==> src/rtl/freqc_pkg.sv <==
package freqc_pkg;
    typedef enum logic [1:0] {
        ST_IDLE  = 2'd0,
        ST_ARMED = 2'd1,
        ST_COUNT = 2'd2,
        ST_DONE  = 2'd3
    } meas_state_e;
endpackage

==> src/rtl/freqc_sync_edge.sv <==
module freqc_sync_edge #(
    parameter int STAGES = 2
) (
    input  logic clk,
    input  logic rst_n,
    input  logic async_in,
    output logic rise
);
    // STAGES synchronizer flops followed by one history flop for edge detection
    logic [STAGES:0] chain;

    always_ff @(posedge clk) begin
        if (!rst_n) chain <= '0;
        else        chain <= {chain[STAGES-1:0], async_in};
    end

    assign rise = chain[STAGES-1] & ~chain[STAGES];
endmodule

==> src/rtl/freqc_prescaler.sv <==
module freqc_prescaler #(
    parameter int PS_W = 16
) (
    input  logic            clk,
    input  logic            rst_n,
    input  logic            clear,
    input  logic            rise,
    input  logic [PS_W-1:0] div,
    output logic            tick
);
    logic [PS_W-1:0] cnt;
    logic [PS_W-1:0] div_eff;

    assign div_eff = (div == '0) ? {{(PS_W-1){1'b0}}, 1'b1} : div;
    assign tick    = rise && (cnt == div_eff - 1'b1);

    always_ff @(posedge clk) begin
        if (!rst_n || clear) cnt <= '0;
        else if (rise)       cnt <= tick ? '0 : cnt + 1'b1;
    end
endmodule

==> src/rtl/freqc_quiet_timer.sv <==
module freqc_quiet_timer #(
    parameter int TO_W = 32
) (
    input  logic            clk,
    input  logic            rst_n,
    input  logic            restart,
    input  logic            run,
    input  logic [TO_W-1:0] limit,
    output logic            expire
);
    logic [TO_W-1:0] cnt;

    assign expire = run && !restart && (limit != '0) && (cnt == limit - 1'b1);

    always_ff @(posedge clk) begin
        if (!rst_n)       cnt <= '0;
        else if (restart) cnt <= '0;
        else if (run)     cnt <= cnt + 1'b1;
    end
endmodule

==> src/rtl/recip_freq_meter.sv <==
module recip_freq_meter
    import freqc_pkg::*;
#(
    parameter int CNT_W       = 32,
    parameter int PER_W       = 32,
    parameter int PS_W        = 16,
    parameter int TO_W        = 32,
    parameter int SYNC_STAGES = 2
) (
    input  logic                  clk,
    input  logic                  rst_n,
    input  logic                  sig_in,
    input  logic                  start,
    input  logic [PER_W-1:0]      n_periods,
    input  logic [PS_W-1:0]       presc_div,
    input  logic [TO_W-1:0]       timeout_cycles,
    output logic [CNT_W-1:0]      ref_count,
    output logic [PER_W+PS_W-1:0] period_count,
    output logic                  done,
    output logic                  busy,
    output logic                  overflow,
    output logic                  no_signal
);
    localparam int PCW = PER_W + PS_W;

    meas_state_e state, nxt;

    logic             rise, ev, quiet_exp, last_ev, accept;
    logic [PER_W-1:0] n_eff;
    logic [PER_W-1:0] ev_cnt;
    logic [CNT_W-1:0] refcnt, ref_next;
    logic [PCW-1:0]   raw_cnt;
    logic [CNT_W-1:0] res_ref;
    logic [PCW-1:0]   res_per;
    logic             ovf_q, nosig_q;

    freqc_sync_edge #(.STAGES(SYNC_STAGES)) u_sync (
        .clk(clk), .rst_n(rst_n), .async_in(sig_in), .rise(rise)
    );

    freqc_prescaler #(.PS_W(PS_W)) u_presc (
        .clk(clk), .rst_n(rst_n), .clear(state == ST_IDLE),
        .rise(rise), .div(presc_div), .tick(ev)
    );

    freqc_quiet_timer #(.TO_W(TO_W)) u_quiet (
        .clk(clk), .rst_n(rst_n),
        .restart(ev || accept),
        .run((state == ST_ARMED) || (state == ST_COUNT)),
        .limit(timeout_cycles), .expire(quiet_exp)
    );

    assign accept   = (state == ST_IDLE) && start;
    assign n_eff    = (n_periods == '0) ? {{(PER_W-1){1'b0}}, 1'b1} : n_periods;
    assign last_ev  = ev && (ev_cnt == n_eff - 1'b1);
    assign ref_next = (&refcnt) ? refcnt : refcnt + 1'b1;

    // next-state logic
    always_comb begin
        nxt = state;
        unique case (state)
            ST_IDLE:  if (start) nxt = ST_ARMED;
            ST_ARMED: begin
                if (ev)             nxt = ST_COUNT;
                else if (quiet_exp) nxt = ST_IDLE;
            end
            ST_COUNT: begin
                if (last_ev)        nxt = ST_DONE;
                else if (quiet_exp) nxt = ST_IDLE;
            end
            ST_DONE:  nxt = ST_IDLE;
            default:  nxt = ST_IDLE;
        endcase
    end

    // state register
    always_ff @(posedge clk) begin
        if (!rst_n) state <= ST_IDLE;
        else        state <= nxt;
    end

    // datapath and result registers
    always_ff @(posedge clk) begin
        if (!rst_n) begin
            refcnt  <= '0;
            raw_cnt <= '0;
            ev_cnt  <= '0;
            res_ref <= '0;
            res_per <= '0;
            ovf_q   <= 1'b0;
            nosig_q <= 1'b0;
        end else begin
            unique case (state)
                ST_IDLE: begin
                    if (start) begin
                        ovf_q   <= 1'b0;
                        nosig_q <= 1'b0;
                    end
                end
                ST_ARMED: begin
                    if (ev) begin
                        refcnt  <= '0;
                        raw_cnt <= '0;
                        ev_cnt  <= '0;
                    end else if (quiet_exp) begin
                        nosig_q <= 1'b1;
                    end
                end
                ST_COUNT: begin
                    refcnt <= ref_next;
                    if (&refcnt) ovf_q <= 1'b1;
                    if (rise) raw_cnt <= raw_cnt + 1'b1;
                    if (ev) ev_cnt <= ev_cnt + 1'b1;
                    if (last_ev) begin
                        res_ref <= ref_next;
                        res_per <= raw_cnt + 1'b1;
                    end else if (!ev && quiet_exp) begin
                        nosig_q <= 1'b1;
                    end
                end
                ST_DONE: ;
                default: ;
            endcase
        end
    end

    assign done         = (state == ST_DONE);
    assign busy         = (state != ST_IDLE);
    assign ref_count    = res_ref;
    assign period_count = res_per;
    assign overflow     = ovf_q;
    assign no_signal    = nosig_q;
endmodule

==> config.mk <==
export PLATFORM = sky130hd
export DESIGN_NAME = recip_freq_meter
export DESIGN_NICKNAME = d
export VERILOG_FILES = /design/src/rtl/freqc_pkg.sv /design/src/rtl/freqc_sync_edge.sv /design/src/rtl/freqc_prescaler.sv /design/src/rtl/freqc_quiet_timer.sv /design/src/rtl/recip_freq_meter.sv
export SDC_FILE = /design/constraint.sdc
export NUM_CORES = 1
export LEC_CHECK = 0
export BUFFER_PORTS_ARGS = -buffer_cell sky130_fd_sc_hd__buf_2
export CAP_MARGIN = 20
export CORE_UTILIZATION = 60
export DETAILED_ROUTE_END_ITERATION = 6
export HOLD_SLACK_MARGIN = 0.15
export PLACE_DENSITY = 0.81
export SYNTH_ARGS = -nofsm -noshare
export SYNTH_HDL_FRONTEND = slang
export SYNTH_SLANG_ARGS = --single-unit
==> constraint.sdc <==
create_clock -name clk -period 5.45 [get_ports clk]
set_input_delay 0.545 -clock clk [delete_from_list [all_inputs] [get_ports clk]]
set_output_delay 0.545 -clock clk [all_outputs]
set_load 0.02 [all_outputs]
; ---- Word level (Yosys, flattened, before mapping)
; Cells that the tools add are included.
[totals]
regBits = 247
inputBits = 84
word_cells = 90
[op_classes]
n_addsub = 8
n_eq_ne = 15
mux = 24
bitwise_logic = 3
n_reduce_logical = 29
[op_table]
columns = op, count
row1 = 32-bit 2-to-1 mux, 4
row2 = 32-bit one-hot mux with 2 select lines, 2
row3 = 32-bit by 1-bit adder with 32-bit output (second input constant), 3
row4 = 48-bit 2-to-1 mux, 2
row5 = 48-bit one-hot mux with 2 select lines, 1
row6 = 32-bit == test, 2
row7 = 32-bit by 1-bit subtractor with 32-bit output (second input constant), 2
row8 = 48-bit by 1-bit adder with 48-bit output (second input constant), 1
row9 = 32-bit zero test, 1
row10 = 16-bit 2-to-1 mux, 2
row11 = 32-bit AND reduction, 1
row12 = 32-bit nonzero test, 1
row13 = 16-bit by 1-bit adder with 16-bit output (second input constant), 1
row14 = 16-bit == test, 1
row15 = 16-bit zero test, 1
row16 = 16-bit by 1-bit subtractor with 16-bit output (second input constant), 1
row17 = 2-bit != test (second input constant), 6
row18 = 3-bit AND reduction, 3
row19 = 2-bit 2-to-1 mux, 4
row20 = 2-bit one-hot mux with 4 select lines, 1
row21 = 1-bit logical AND, 7
row22 = 1-bit 2-to-1 mux, 6
row23 = 2-bit by 1-bit != test with 1-bit output (second input constant), 3
row24 = 6-bit AND reduction, 1
row25 = other kinds (13), 22

; ---- Logic depth before layout (Yosys ltp)
[logic_depth]
word_depth = 14
mapped_depth = 18
mapped_depth_nobuf = 14

; ---- Hierarchy
; From an unflattened synthesis, not the netlist that was laid out.
[hier_totals]
hier_cells = 1940
area_unflattened_um2 = 15402.3
[by_module_without_submodules]
columns = mod, instances, cells_per_inst, area_each_um2, seq_area_each_um2
row1 = recip_freq_meter, 1, 1417, 11219.5, 3923.8
row2 = freqc_quiet_timer, 1, 343, 2717.6, 640.6
row3 = freqc_prescaler, 1, 173, 1372.6, 320.3
row4 = freqc_sync_edge, 1, 7, 92.6, 60.1

; ---- Worst setup path before layout
; OpenSTA, ideal clock, no wires.
[synth_timing]
kind = input-to-reg
startpoint = input presc_div[8]
endpoint = register ev_cnt[23]
setup_time_ns = 0.070
arrival_ns = 4.805
path_slack_ns = 0.575
path_stages = 17
n_path_buf = 4
path_cell_list = clkbuf_1 nor3_1 and4_1 a21oi_1 ha_1 or3b_2 clkbuf_1 o21a_1 or3_1 and2_1 or4_4 a2111oi_4 or4b_1 buf_2 buf_6 or4_1 a21oi_1
[synth_via]
elab_chain_cells = 7
word_cells_on_any_way = 8
[synth_rtl]
columns = element, line
row1 = from (decl), recip_freq_meter.sv:15  ; input logic [PS_W-1:0] presc_div,
row2 = 16-bit zero test, freqc_prescaler.sv:14  ; assign div_eff = (div == '0) ? {{(PS_W-1){1'b0}}, 1'b1} : div;
row3 = 16-bit 2-to-1 mux (*), freqc_prescaler.sv:14
row4 = 16-bit by 1-bit subtractor with 16-bit output (*), freqc_prescaler.sv:15  ; assign tick = rise && (cnt == div_eff - 1'b1);
row5 = 16-bit == test (*), freqc_prescaler.sv:15
row6 = 1-bit logical AND (*), freqc_prescaler.sv:15
row7 = 2-bit != test (no source line), n/a
row8 = 3-bit AND reduction (no source line) (*), n/a
row9 = to (signal assigned), recip_freq_meter.sv:113  ; if (ev) ev_cnt <= ev_cnt + 1'b1;
row10 = to (decl), recip_freq_meter.sv:30  ; logic [PER_W-1:0] ev_cnt;
; Every way passes the cells marked *; elsewhere a longest branch is shown, timed or not.
; A chain may end at the register's enable or synchronous reset.

; ---- Final worst setup path
[layout_timing]
startpoint = input presc_div[8]
endpoint = register res_per[30], in the netlist period_count[30]
[layout_via]
elab_chain_cells = 7
[layout_rtl]
columns = element, line
row1 = 16-bit zero test, freqc_prescaler.sv:14
row2 = 16-bit 2-to-1 mux (*), freqc_prescaler.sv:14
row3 = 16-bit by 1-bit subtractor with 16-bit output (*), freqc_prescaler.sv:15
row4 = 16-bit == test (*), freqc_prescaler.sv:15
row5 = 1-bit logical AND (*), freqc_prescaler.sv:15
row6 = 1-bit logical AND (*), recip_freq_meter.sv:55  ; assign last_ev = ev && (ev_cnt == n_eff - 1'b1);
row7 = 2-bit AND reduction (no source line) (*), n/a
row8 = to (signal assigned), recip_freq_meter.sv:116  ; res_per <= raw_cnt + 1'b1;
row9 = to (decl), recip_freq_meter.sv:34  ; logic [PCW-1:0] res_per;
; Marks and branches as above.

==> impl_metrics.toml <==
[floorplanning]
num_rows = 57
floorplan.die_area_um2 = 26000
core-area_um2 = 24600
die-height_um = 161
floorplan.initialDensity = 0.618
boundaryPins = 168
chipWidth_um = 161

[power_and_ir_drop]
p_clk_frac = 0.464
worst_ir_drop_on_vdd_v = 0.000213
cellLeakagePower_nw = 5.75
p_int_mw = 3.01
powerDensity_nw_per_um2 = 232
power_frac_comb = 0.081
power_switching_share = 0.246
seq_power_share = 0.455
power_switching_mw = 0.979

[setup_path]
crit_path_top_delay_cell = "sky130_fd_sc_hd__a2111oi_4"
cp_data_required_time_ns = 5.83
timing.reg2reg.worst_path_depth = 10
critical_path_class = "in2reg"
critPathCaptureType = "register"
worstSetupPathDepth = 15
worst-endpoint-arrival_ns = 5.23
critPathMaxStageDelay_ns = 0.62
cpMostUsedCell = "sky130_fd_sc_hd__a21oi_1"
crit_path_cell_trace = "buf_2, nor3_1, and4_1, a21oi_1, ha_1, or3b_2, nor4_1, o2111ai_1, or3_1, or4_1, a2111oi_4, buf_4, nand4_1, o21ai_0, a21oi_1"
timing.critical_path.max_delay_family = "simple AND/OR/NAND/NOR gates"
worst_setup_path_start_kind = "primary input"
buf_inv_stages_crit_path = 2
critical_path_fanouts_max = 13

[place]
placed_cells_incl_taps = 2308
io_buffers = 167
gpl.final_weighted_congestion = 0.917
dp_hpwl_mm = 29.0

[cells_and_area]
final-instance-count-excl-fill = 2358
design.final.nets = 2110
layout-area-overhead-vs-synth_pct = 12.8
filler_cell_count = 2053
post_route_cells_drive_above_1_share = 0.140
final-seq-area_um2 = 4940
combined_area_of_the_multi_input_logic_cells_um2 = 9620

[global_route]
groute.usage.overall = 0.315
grt_antenna_before_repair = 2
grt_start_max_net_pins = 87
globalRoute.totalOverflow = 0
first_global_vias = 14200
first_pass_grt_wire_length_mm = 69.1

[timing]
slew_violations = 0
finalSetupTns_ns = 0
skew_ns = 0.0252
maxSlewHeadroom = 0.262
period_needed_ns = 4.85
max_freq_ghz = 0.206
setup_violations = 0
fraction_of_the_cycle_the_final_worst_path_needs = 0.890
grt_setup_unrepaired = "false"
hold_viol_final = 0
worst-slew-pin-transition_ns = 1.10

[detailed_routing]
via_per_inst = 6.44
routed_length_per_placed_instance_um = 17.7
routed_wl_mm = 41.8
drtAntennaViolNets = 0
detailedRoute.firstPassIterationCount = 7
detailedRoute.firstIterationViolations = 1315
drc_errors = 0
vias = 15200

[clocking]
post_cts.resized_instances = 0
cts_setup_buffers = 0
cts_tree = "yes"
clock_sinks = 247
cts-hold-fix-buffers = 0
clk_root_buffer_cell = "sky130_fd_sc_hd__clkbuf_16"
cts_inserted_buffers = 27
clk_path_buf_depth = 3
worstSkewPairLatency_ns = 0.55
clkSlewWorstSetupHoldPaths_ns = 0.06
cts_max_level = 1

[status]
run_status = "completed"

[synthesis]
yosysWarningCount = 0
postSynth.topFlopCell = "sky130_fd_sc_hd__dfxtp_1"
post_synth_inst_count = 1928
synth_enable_flop_cells = 0
postSynthNetCount = 2025
postSynth.asyncResetShare = 0
synthesis.area_per_instance_um2 = 7.89
synth.ff_latch_count = 247
yosysUniqueCellTypes = 81
synth-seq-area-share = 0.325
mappedNetlistArea_um2 = 15200

[job]
max_cap_viol_count = 0

[hold_path]
min_delay_path_depth = 2
min-delay-path-class = "in2reg"
## synth_stat cells, types with 13 or more instances
master	instances	area share
sky130_fd_sc_hd__nor4_1	33	0.014
sky130_fd_sc_hd__o31ai_1	21	0.010
sky130_fd_sc_hd__nor2_1	132	0.033
sky130_fd_sc_hd__nand2_1	124	0.031
sky130_fd_sc_hd__and2_1	14	0.0058
sky130_fd_sc_hd__and3_1	39	0.016
sky130_fd_sc_hd__or2_2	13	0.0053
sky130_fd_sc_hd__xor2_1	103	0.059
sky130_fd_sc_hd__xnor2_1	74	0.043
sky130_fd_sc_hd__or3_1	79	0.032
sky130_fd_sc_hd__nand4_1	45	0.019
sky130_fd_sc_hd__o22ai_1	27	0.011
sky130_fd_sc_hd__a311o_1	15	0.0099
sky130_fd_sc_hd__or4_1	55	0.027
sky130_fd_sc_hd__a311oi_1	25	0.014
sky130_fd_sc_hd__nand3_1	132	0.043
sky130_fd_sc_hd__nor3_1	57	0.019
sky130_fd_sc_hd__ha_1	13	0.011
sky130_fd_sc_hd__a211oi_1	48	0.024
sky130_fd_sc_hd__buf_2	14	0.0046
sky130_fd_sc_hd__clkbuf_1	115	0.028
sky130_fd_sc_hd__inv_1	38	0.0094
sky130_fd_sc_hd__dfxtp_1	247	0.33
sky130_fd_sc_hd__a21oi_1	159	0.052
sky130_fd_sc_hd__o21ai_0	73	0.024
## layout by cell type, fill, tap and decap left out, types with 10 or more instances in the layout
| master | count |
|---|---|
| sky130_fd_sc_hd__dfxtp_1 | 247 |
| sky130_fd_sc_hd__buf_2 | 167 |
| sky130_fd_sc_hd__a21oi_1 | 159 |
| sky130_fd_sc_hd__nand3_1 | 132 |
| sky130_fd_sc_hd__nor2_1 | 131 |
| sky130_fd_sc_hd__nand2_1 | 124 |
| sky130_fd_sc_hd__xor2_1 | 103 |
| sky130_fd_sc_hd__or3_1 | 79 |
| sky130_fd_sc_hd__xnor2_1 | 74 |
| sky130_fd_sc_hd__o21ai_0 | 73 |
| sky130_fd_sc_hd__nor3_1 | 57 |
| sky130_fd_sc_hd__or4_1 | 55 |
| sky130_fd_sc_hd__a211oi_1 | 48 |
| sky130_fd_sc_hd__nand4_1 | 45 |
| sky130_fd_sc_hd__and3_1 | 39 |
| sky130_fd_sc_hd__inv_1 | 37 |
| sky130_fd_sc_hd__nor4_1 | 33 |
| sky130_fd_sc_hd__o22ai_1 | 27 |
| sky130_fd_sc_hd__clkbuf_16 | 27 |
| sky130_fd_sc_hd__buf_4 | 26 |
| sky130_fd_sc_hd__a311oi_1 | 25 |
| sky130_fd_sc_hd__o31ai_1 | 20 |
| sky130_fd_sc_hd__a311o_1 | 15 |
| sky130_fd_sc_hd__and2_1 | 14 |
| sky130_fd_sc_hd__or2_2 | 13 |
| sky130_fd_sc_hd__ha_1 | 13 |
| sky130_fd_sc_hd__and4_1 | 12 |
| sky130_fd_sc_hd__nand3b_1 | 12 |
| sky130_fd_sc_hd__nor4b_1 | 11 |
| sky130_fd_sc_hd__a31oi_1 | 11 |
| sky130_fd_sc_hd__nor2b_1 | 11 |
| sky130_fd_sc_hd__nand2b_1 | 10 |
| sky130_fd_sc_hd__o221ai_1 | 10 |
## power groups by stage
stage / logic [mW] / clock network, mW / registers (mW)
after floorplan: 0.196 / 0 / 1.85
after global placement: 0.309 / 0 / 1.85
after detailed placement: 0.315 / 0 / 1.85
after CTS: 0.318 / 1.87 / 1.81
after global routing: 0.352 / 1.94 / 1.81
final: 0.323 / 1.85 / 1.81
## sequential cells by signal, summed over array words and instances, names as in the netlist
| name | count |
|---|---|
| state | 2 |
| u_sync.chain | 3 |
| ref_count | 32 |
| refcnt | 32 |
| u_presc.cnt | 16 |
| overflow | 1 |
| ev_cnt | 32 |
| raw_cnt | 48 |
| period_count | 48 |
| u_quiet.cnt | 32 |
| no_signal | 1 |
## cell type report
| type | instances | share of cell area |
|---|---|---|
| flip-flops and latches | 247 | 0.288 |
| inverters | 38 | 0.00838 |
| clock buffers | 40 | 0.0457 |
| diodes | 1 | 0.000146 |
| clock inverters | 9 | 0.00627 |
| multi-input cells | 1500 | 0.561 |
| well taps | 324 | 0.0236 |
| repair buffers | 199 | 0.0671 |
## stage by stage
stage	hold WS, ns	total power [mW]	cell area (um2)	setup slack, ns	utilization
floorplan	0.412	2.05	15200	0.575	-
global placement	0.417	2.16	16300	0.335	0.661
detailed placement	0.422	2.17	16300	0.234	0.661
CTS	0.275	4.00	17200	0.636	0.697
global route	0.286	4.10	17200	0.219	0.697
finish	0.278	3.99	17200	0.600	0.697
## per-layer routing
metal | GRT usage | wire [um] | up-vias
met4 | 0.125 | 1570 | 2
met1 | 0.407 | 18100 | 7153
li1 | - | - | 7416
met2 | 0.529 | 19500 | 504
met3 | 0.0442 | 2630 | 102
met5 | 0 | 13 | -
## worst paths after layout
check | slack (ns) | from | to
hold / removal | 0.28 | sig_in | u_sync.chain[0]
setup reg to reg | 1.57 | u_presc.cnt[6] | period_count[30]
hold reg to reg | 0.47 | u_sync.chain[0] | u_sync.chain[1]
setup / recovery | 0.60 | presc_div[8] | period_count[30]
## logic make-up after synthesis
| group | Yosys count | synth area share |
|---|---|---|
| compound gates | 479 | 0.210 |
| xor+xnor | 178 | 0.103 |
| fa+ha+maj | 13 | 0.0107 |
| buf+inv | 181 | 0.0468 |
| flops | 247 | 0.325 |
| mux | 13 | 0.00897 |
| simple gates | 817 | 0.295 |
Power figures use the tool's default switching activity.
